[src/rtl/rxwb_gen.sv]
module rxwb_gen #(
  parameter int unsigned BUF_BYTES = 256
) (
  input  logic        clk,
  input  logic        rst_n,
  input  logic        frm_valid,
  output logic        frm_ready,
  input  logic [15:0] frm_len,
  input  logic [15:0] frm_csum,
  input  logic [15:0] frm_vtag,
  input  logic [7:0]  frm_err,
  input  logic        frm_vlan,
  input  logic        frm_udp,
  input  logic        frm_tcp,
  input  logic        frm_ip4,
  output logic        wb_valid,
  input  logic        wb_ready,
  output logic [63:0] wb_word
);
  localparam int unsigned CNT_W = 16;
  localparam logic [CNT_W-1:0] BUF_L = CNT_W'(BUF_BYTES);

  logic             busy, first;
  logic [CNT_W-1:0] rem;
  logic [15:0]      csum_q, vtag_q;
  logic [7:0]       err_q;
  logic [3:0]       flg_q;

  wire              last    = (rem <= BUF_L);
  wire [CNT_W-1:0]  cnt     = last ? rem : BUF_L;
  wire [7:0]        status  = {1'b0, flg_q, 1'b0, last, 1'b1};
  wire              take_in = frm_valid && !busy;
  wire              take_wb = busy && wb_ready;

  assign frm_ready = !busy;
  assign wb_valid  = busy;
  assign wb_word   = {last ? vtag_q : 16'h0, last ? err_q : 8'h0, status,
                      first ? csum_q : 16'h0, cnt};

  always_ff @(posedge clk) begin
    if (!rst_n) begin
      busy   <= 1'b0;
      first  <= 1'b0;
      rem    <= '0;
      csum_q <= '0;
      vtag_q <= '0;
      err_q  <= '0;
      flg_q  <= '0;
    end else if (take_in) begin
      busy   <= 1'b1;
      first  <= 1'b1;
      rem    <= frm_len;
      csum_q <= frm_csum;
      vtag_q <= frm_vtag;
      err_q  <= frm_err;
      flg_q  <= {frm_ip4, frm_tcp, frm_udp, frm_vlan};
    end else if (take_wb) begin
      first <= 1'b0;
      if (last) busy <= 1'b0;
      else      rem  <= rem - BUF_L;
    end
  end

  // input assumption: frames are never empty
  a_r4_len_nonzero: assert property (@(posedge clk) disable iff (!rst_n)
    (frm_valid && frm_ready) |-> (frm_len != 16'h0));

  a_r8_hold_stable: assert property (@(posedge clk) disable iff (!rst_n)
    (wb_valid && !wb_ready) |=> (wb_valid && $stable(wb_word)));

  a_r9_no_accept: assert property (@(posedge clk) disable iff (!rst_n)
    wb_valid |-> !frm_ready);

  a_r4_more_follow: assert property (@(posedge clk) disable iff (!rst_n)
    (wb_valid && wb_ready && !wb_word[33]) |=> wb_valid);

  a_r6_csum_later_zero: assert property (@(posedge clk) disable iff (!rst_n)
    (wb_valid && wb_ready && !wb_word[33]) |=> (wb_word[31:16] == 16'h0));

  a_r3_done_set: assert property (@(posedge clk) disable iff (!rst_n)
    wb_valid |-> wb_word[32]);

  a_r5_reserved_zero: assert property (@(posedge clk) disable iff (!rst_n)
    wb_valid |-> (!wb_word[34] && !wb_word[39]));

  a_r9_idle_after_eop: assert property (@(posedge clk) disable iff (!rst_n)
    (wb_valid && wb_ready && wb_word[33]) |=> frm_ready);
endmodule

[config.mk]
export PLATFORM = sky130hd
export DESIGN_NAME = rxwb_gen
export DESIGN_NICKNAME = d
export VERILOG_FILES = /design/src/rtl/rxwb_gen.sv
export SDC_FILE = /design/constraint.sdc
export NUM_CORES = 1
export LEC_CHECK = 0
export BUFFER_PORTS_ARGS = -buffer_cell sky130_fd_sc_hd__buf_2
export CAP_MARGIN = 5
export CORE_MARGIN = 2
export CORE_UTILIZATION = 46
export CTS_CLUSTER_SIZE = 14
export DETAILED_ROUTE_END_ITERATION = 7
export PLACE_DENSITY_LB_ADDON = 0.1
export SETUP_SLACK_MARGIN = 0.1
export SYNTH_ARGS = -nofsm -noshare
export SYNTH_HDL_FRONTEND = slang
export SYNTH_SLANG_ARGS = --single-unit
export TNS_END_PERCENT = 50
[constraint.sdc]
create_clock -name clk -period 2.1 [get_ports clk]
set_clock_uncertainty 0.05 [all_clocks]
set_input_delay 0.21 -clock clk [delete_from_list [all_inputs] [get_ports clk]]
set_output_delay 0.21 -clock clk [all_outputs]
set_load 0.1 [all_outputs]
==> impl_metrics.py, run 1 <==
metrics = {
    "outcome": {
        "status": "complete, but fails checks",
        "violations": "setup timing",
    },
    "setup_path": {
        "crit_arrival_ns": 1.94,
        "cpPeakStageDelay_ns": 0.34,
        "path_delay_family": "simple AND/OR/NAND/NOR gates",
        "path_common_cell": "buf_12",
        "cp_max_fo": 9,
        "cp-start-kind": "register",
        "ff2ff_path_depth": 8,
        "cp.depth": 7,
        "critPathKind": "reg2out",
        "crit_path_end_kind": "output pin",
        "cp_data_required_time_ns": 1.84,
        "path_buf_inv": 3,
        "cpMaxStageDelayCell": "dfxtp_2",
        "path_cells": "nor4_4 > a41oi_4 > nor2_4 > buf_12 > buf_12 > and2_4 > buf_12",
    },
    "worst_hold_path": {
        "hp-class": "in2reg",
        "min_path_cells": 2,
    },
    "timing": {
        "rsz0062_at_grt": "yes",
        "setup_viol": 34,
        "tightest_slew_ns": 0.650,
        "max_freq_mhz": 454,
        "hold_viol_final": 0,
        "finalCritPeriodShare_pct": 105,
        "holdWs_ns": 0.0448,
        "period_needed_ns": 2.20,
        "slew_violations": 0,
        "fin_ws_ns": -0.103,
        "relSlewSlack_pct": 56.5,
    },
    "routing": {
        "firstDrtPassIters": 4,
        "dr.first_iter.drc_count": 134,
        "routedWlPerCell_microns": 13.7,
        "vias_per_cell": 4.99,
        "drtAntennaViolNets": 0,
        "vias": 2813,
        "drc": 0,
        "routed_wl_microns": 7700,
    },
    "cts": {
        "clk_path_buf_depth": 2,
        "root_buffer": "clkbuf_8",
        "cts_tree": "done",
        "cts.sinks": 62,
        "cts_made_buffers": 9,
        "clk_pin_slew_ns": 0.06,
        "clock_latency_ns": 0.33,
        "h-tree-depth": 3,
    },
    "synth": {
        "ys_top_cells_by_count": "nand2_1, dfxtp_1, a21oi_1",
        "synthAdderAreaFrac_pct": 0.896,
        "synth-seq-cells": 62,
        "yosysWarnings": 0,
        "synth_compound_area_share_pct": 15.2,
        "synthArstFlopShare_pct": 0,
        "synth_top_area_share_pct": 44.4,
        "synth_xor_area_share_pct": 1.25,
        "yosysTopAreaCell": "dfxtp_1",
        "ys_seq_area_share_pct": 44.4,
        "muxShareOfSynthArea_pct": 1.07,
        "synth_top_family_by_area": "simple AND/OR/NAND/NOR gates",
        "synth_area_leaders": "dfxtp_1, nand2_1, and2_1",
        "yosys.area_share.simple_pct": 30.1,
        "ys_types": 36,
        "synth-edff-count": 0,
        "synth.avg_cell_area_sq_um": 7.70,
        "syn_area_sq_um": 2790,
        "netlist_instances": 363,
        "yosysMostFrequentCell": "nand2_1",
        "ys.flop_type": "dfxtp_1",
    },
    "floorplan": {
        "die_area_sq_um": 6710,
        "rows": 28,
        "die_w_microns": 81.9,
        "core_sq_um": 5890,
        "io_pins": 130,
        "start_util_pct": 47.5,
        "dieHeight_microns": 81.9,
    },
    "finish": {
        "diodes": 0,
        "fin_util_pct": 75.5,
        "layout-drive-gt1-share_pct": 42.9,
        "nets": 553,
        "syn2layout_area_growth_pct": 59.0,
    },
    "place": {
        "port_buffers": 120,
        "gp_congestion": 0.783,
        "dp_hpwl_microns": 4710,
    },
    "grt": {
        "gr-total-overflow": 0,
        "grt_pass1_wl_microns": 12100,
        "grt_max_degree": 36,
        "grt_pass1_vias": 2590,
        "grt_use_total_pct": 23.8,
        "antenna_found_initial": 0,
    },
    "power_and_ir_drop": {
        "p_per_area_nw_per_um2": 766,
        "p_leak_nw": 1.95,
        "irDropWorstVdd_mv": 0.441,
    },
    "job": {
        "drv_cap": 0,
    },
}
[flip-flops by register name, indices dropped and copies added (netlist names)]
name	cells
csum_q	16
err_q	8
first	1
flg_q	4
rem	16
vtag_q	16
wb_valid	1
[cell families after synthesis]
group           Yosys count
xor+xnor                  4
other cells               2
fa+ha+maj                 2
mux                       3
simple gates            179
compound gates           72
flops                    62
buf+inv                  39
[cell usage in the layout (no fill, tap or decap), drive strengths merged]
| cell | count |
|---|---|
| and2 | 47 |
| nor4 | 4 |
| conb | 9 |
| mux2i | 3 |
| nor2 | 6 |
| nand3 | 1 |
| o211ai | 1 |
| o21bai | 1 |
| o31ai | 1 |
| nor3 | 3 |
| ha | 2 |
| a31oi | 3 |
| or3 | 1 |
| a211oi | 3 |
| inv | 3 |
| nand2 | 112 |
| dfxtp | 62 |
| xor2 | 2 |
| nor3b | 1 |
| and3 | 1 |
| a41oi | 1 |
| or4 | 2 |
| a21oi | 55 |
| clkinv | 3 |
| clkinvlp | 1 |
| a31o | 1 |
| nor2b | 1 |
| xnor2 | 2 |
| o21ai | 6 |
| clkbuf | 12 |
| buf | 139 |
[layer usage]
metal / share of wire (%) / track usage [%]
met4: 0.71 / 8.50
met3: 6.4 / 6.26
met2: 50 / 38.9
met5: 0 / 0
met1: 43 / 30.4
[worst register-to-register path: stages, from the launching register on]
cell and delay [ns]:
dfxtp_1 0.35, inv_2 0.07, ha_2 0.19, a41oi_4 0.25, buf_4 0.15, buf_4 0.15
o21ai_2 0.10, or4_1 0.42, a31oi_1 0.17
[final timing paths]
check	to	from	slack, ns
worst max-delay path	wb_word[2]	rem[2]$_SDFFE_PN0P_	-0.10
worst min-delay path	wb_valid$_SDFFE_PN0P_	wb_ready	0.04
worst max register to register	rem[13]$_SDFFE_PN0P_	rem[9]$_SDFFE_PN0P_	0.12
worst min register to register	csum_q[12]$_SDFFE_PN0P_	csum_q[12]$_SDFFE_PN0P_	0.40
[report_power, final]
group | switching, mW | total (mW) | internal, mW
logic | 0.732 | 1.18 | 0.449
registers | 0.0692 | 1.33 | 1.26
clock network | 0.426 | 0.894 | 0.469
[repair_timing]
action / CTS / global route
hold buffers: 0 / 0
gates resized for setup: 44 / 5
gates cloned: 2 / 1
pin swaps: 22 / 10
setup endpoints to repair: 34 / 38
hold endpoints to repair: 0 / 0
buffers inserted: 5 / 4
[per-stage QoR]
step | setup slack (ns) | cells | power (mW) | cell area [sq um] | setup TNS, ns
after floorplan | -0.239 | 370 | 2.03 | 2840 | -4.84
after global placement | 0.222 | 539 | 2.31 | 3980 | 0
after detailed placement | 0.189 | 539 | 2.32 | 3980 | 0
after CTS | -0.111 | 559 | 3.35 | 4380 | -3.06
after global routing | -0.209 | 564 | 3.57 | 4440 | -6.54
final | -0.103 | 564 | 3.40 | 4440 | -2.89
[area by class of cell]
cell class / count / area (sq um)
clock buffers: 11 / 151
clock inverters: 2 / 10.0
fillers: 444 / 1440
inverters: 5 / 22.5
multi-input cells: 269 / 1530
flip-flops and latches: 62 / 1250
well taps: 75 / 93.8
repair buffers: 140 / 1380
No activity file was read; power rests on OpenSTA's default activity.
==> run 2, diff against run 1 <==
PLACE_DENSITY = 0.82   (was not set)
PLACE_DENSITY_LB_ADDON = not set   (was 0.1)
==> impl_metrics.py, run 2 (synthesized netlist as in run 1, its figures left out) <==
metrics = {
    "setup_path": {
        "cpMaxStageDelayCell": "dfxtp_2",
        "cp_max_fo": 32,
        "path_common_cell": "buf_12",
        "path_buf_inv": 2,
        "crit_arrival_ns": 1.91,
        "path_cells": "nor4_4 > a41oi_4 > nor2_4 > buf_12 > and2_1 > buf_12",
        "r2r-start": "rem[8]$_SDFFE_PN0P_",
        "crit_start": "rem[5]$_SDFFE_PN0P_",
        "cp_data_required_time_ns": 1.84,
        "cp-start-kind": "register",
        "cpPeakStageDelay_ns": 0.34,
        "path_delay_family": "simple AND/OR/NAND/NOR gates",
        "crit_path_end_kind": "output pin",
        "r2r_setup_slack_ns": 0.17,
        "critPathKind": "reg2out",
    },
    "worst_hold_path": {
        "hold_start": "frm_csum[2]",
        "hp-class": "in2reg",
    },
    "floorplan": {
        "io_pins": 130,
        "die_w_microns": 81.9,
        "start_util_pct": 47.5,
        "rows": 28,
        "core_sq_um": 5890,
        "die_area_sq_um": 6710,
        "dieHeight_microns": 81.9,
    },
    "job": {
        "drv_cap": 0,
    },
    "finish": {
        "stdcell_area_sq_um": 4260,
        "diodes": 0,
        "nets": 540,
        "syn2layout_area_growth_pct": 52.4,
        "most-common-layout-cells": "nand2_1, buf_2, dfxtp_1",
        "fin_cells": 554,
        "fin_util_pct": 72.3,
        "top_regs": "csum_q x16, rem x16, vtag_q x16",
        "fillers": 436,
        "final_common_cell": "nand2_1",
        "layout-drive-gt1-share_pct": 34.9,
    },
    "place": {
        "dpl_cell_area_sq_um": 4000,
        "gp_congestion": 0.818,
        "port_buffers": 120,
        "dp_cells": 538,
        "dp_hpwl_microns": 5120,
        "dpl_worst_slack_ns": 0.143,
    },
    "routing": {
        "drtAntennaViolNets": 0,
        "routed_wl_microns": 7120,
        "firstDrtPassIters": 4,
        "vias": 2760,
        "drc": 0,
        "vias_per_cell": 4.98,
        "dr.first_iter.drc_count": 93,
        "routedWlPerCell_microns": 12.9,
    },
    "timing": {
        "slew_violations": 0,
        "hold_viol_final": 0,
        "fin_ws_ns": -0.0705,
        "period_needed_ns": 2.17,
        "rsz0062_at_grt": "yes",
        "max_freq_mhz": 461,
        "setup_viol": 31,
        "holdWs_ns": 0.0567,
        "finalCritPeriodShare_pct": 103,
        "fin_tns_setup_ns": -1.67,
    },
    "grt": {
        "grt_use_total_pct": 21.3,
        "gr-total-overflow": 0,
        "antenna_found_initial": 0,
        "grt_pass1_wl_microns": 10900,
        "grt_max_degree": 44,
        "grt_pass1_vias": 2459,
    },
    "power_and_ir_drop": {
        "combPwrFrac_pct": 29.9,
        "p_leak_nw": 1.86,
        "p_total_mw": 3.39,
        "p_int_mw": 2.19,
        "p_per_area_nw_per_um2": 796,
        "netSwitchingFraction_pct": 35.3,
        "p_seq_share_pct": 39.1,
        "p_clk_share_pct": 31.0,
        "irDropWorstVdd_mv": 0.584,
        "p_sw_mw": 1.20,
    },
    "cts": {
        "cts_hold_buf": 0,
        "clock_latency_ns": 0.33,
        "cts.sinks": 62,
        "root_buffer": "clkbuf_8",
        "clk_path_buf_depth": 2,
        "cts_made_buffers": 9,
        "h-tree-depth": 3,
        "cts_tree": "done",
        "post-cts-setup-buffers": 0,
        "clk_pin_slew_ns": 0.08,
    },
    "outcome": {
        "violations": "setup timing",
        "status": "complete, but fails checks",
    },
}
[run 2: cell type report]
cell class | instances | area, sq um | area share [%]
multi-input combinational | 269 | 1460 | 34.4
sequential | 62 | 1250 | 29.3
inverter | 5 | 22.5 | 0.529
clock inverter | 4 | 45.0 | 1.06
clock buffer | 12 | 155 | 3.64
timing repair buffer | 127 | 1230 | 28.9
tap | 75 | 93.8 | 2.20
[run 2: final timing paths]
kind	endpoint	cells after the start
max	wb_word[43]	6
min	csum_q[2]$_SDFFE_PN0P_	3
max reg2reg	rem[13]$_SDFFE_PN0P_	7
min reg2reg	csum_q[15]$_SDFFE_PN0P_	2
[run 2: worst min-delay path, stage by stage]
cell	delay [ns]
buf_2	0.09
nand2_1	0.05
a21oi_1	0.05
[run 2: metal layers]
| metal | global-route usage, % | up-vias | part of all wire [%] |
|---|---|---|---|
| met4 | 9.67 | 0 | 2.1 |
| li1 | - | 1381 | - |
| met1 | 24.9 | 1262 | 41 |
| met5 | 0 | - | 0 |
| met2 | 36.4 | 104 | 50 |
| met3 | 5.49 | 13 | 6.4 |
[run 2: power by group through the flow]
| stage | Clock (mW) | Sequential [mW] | Combinational (mW) |
|---|---|---|---|
| floorplan | 0 | 1.37 | 0.665 |
| global placement | 0 | 1.34 | 0.974 |
| detailed placement | 0 | 1.34 | 0.993 |
| CTS | 1.07 | 1.32 | 1.01 |
| global route | 1.12 | 1.33 | 1.07 |
| finish | 1.05 | 1.32 | 1.01 |
[run 2: what timing repair did]
action | CTS | global route
endpoints found under the setup margin | 35 | 37
cloned | 0 | 0
pin swaps | 2 | 2
hold endpoints to repair | 0 | 0
resized for setup | 10 | 5
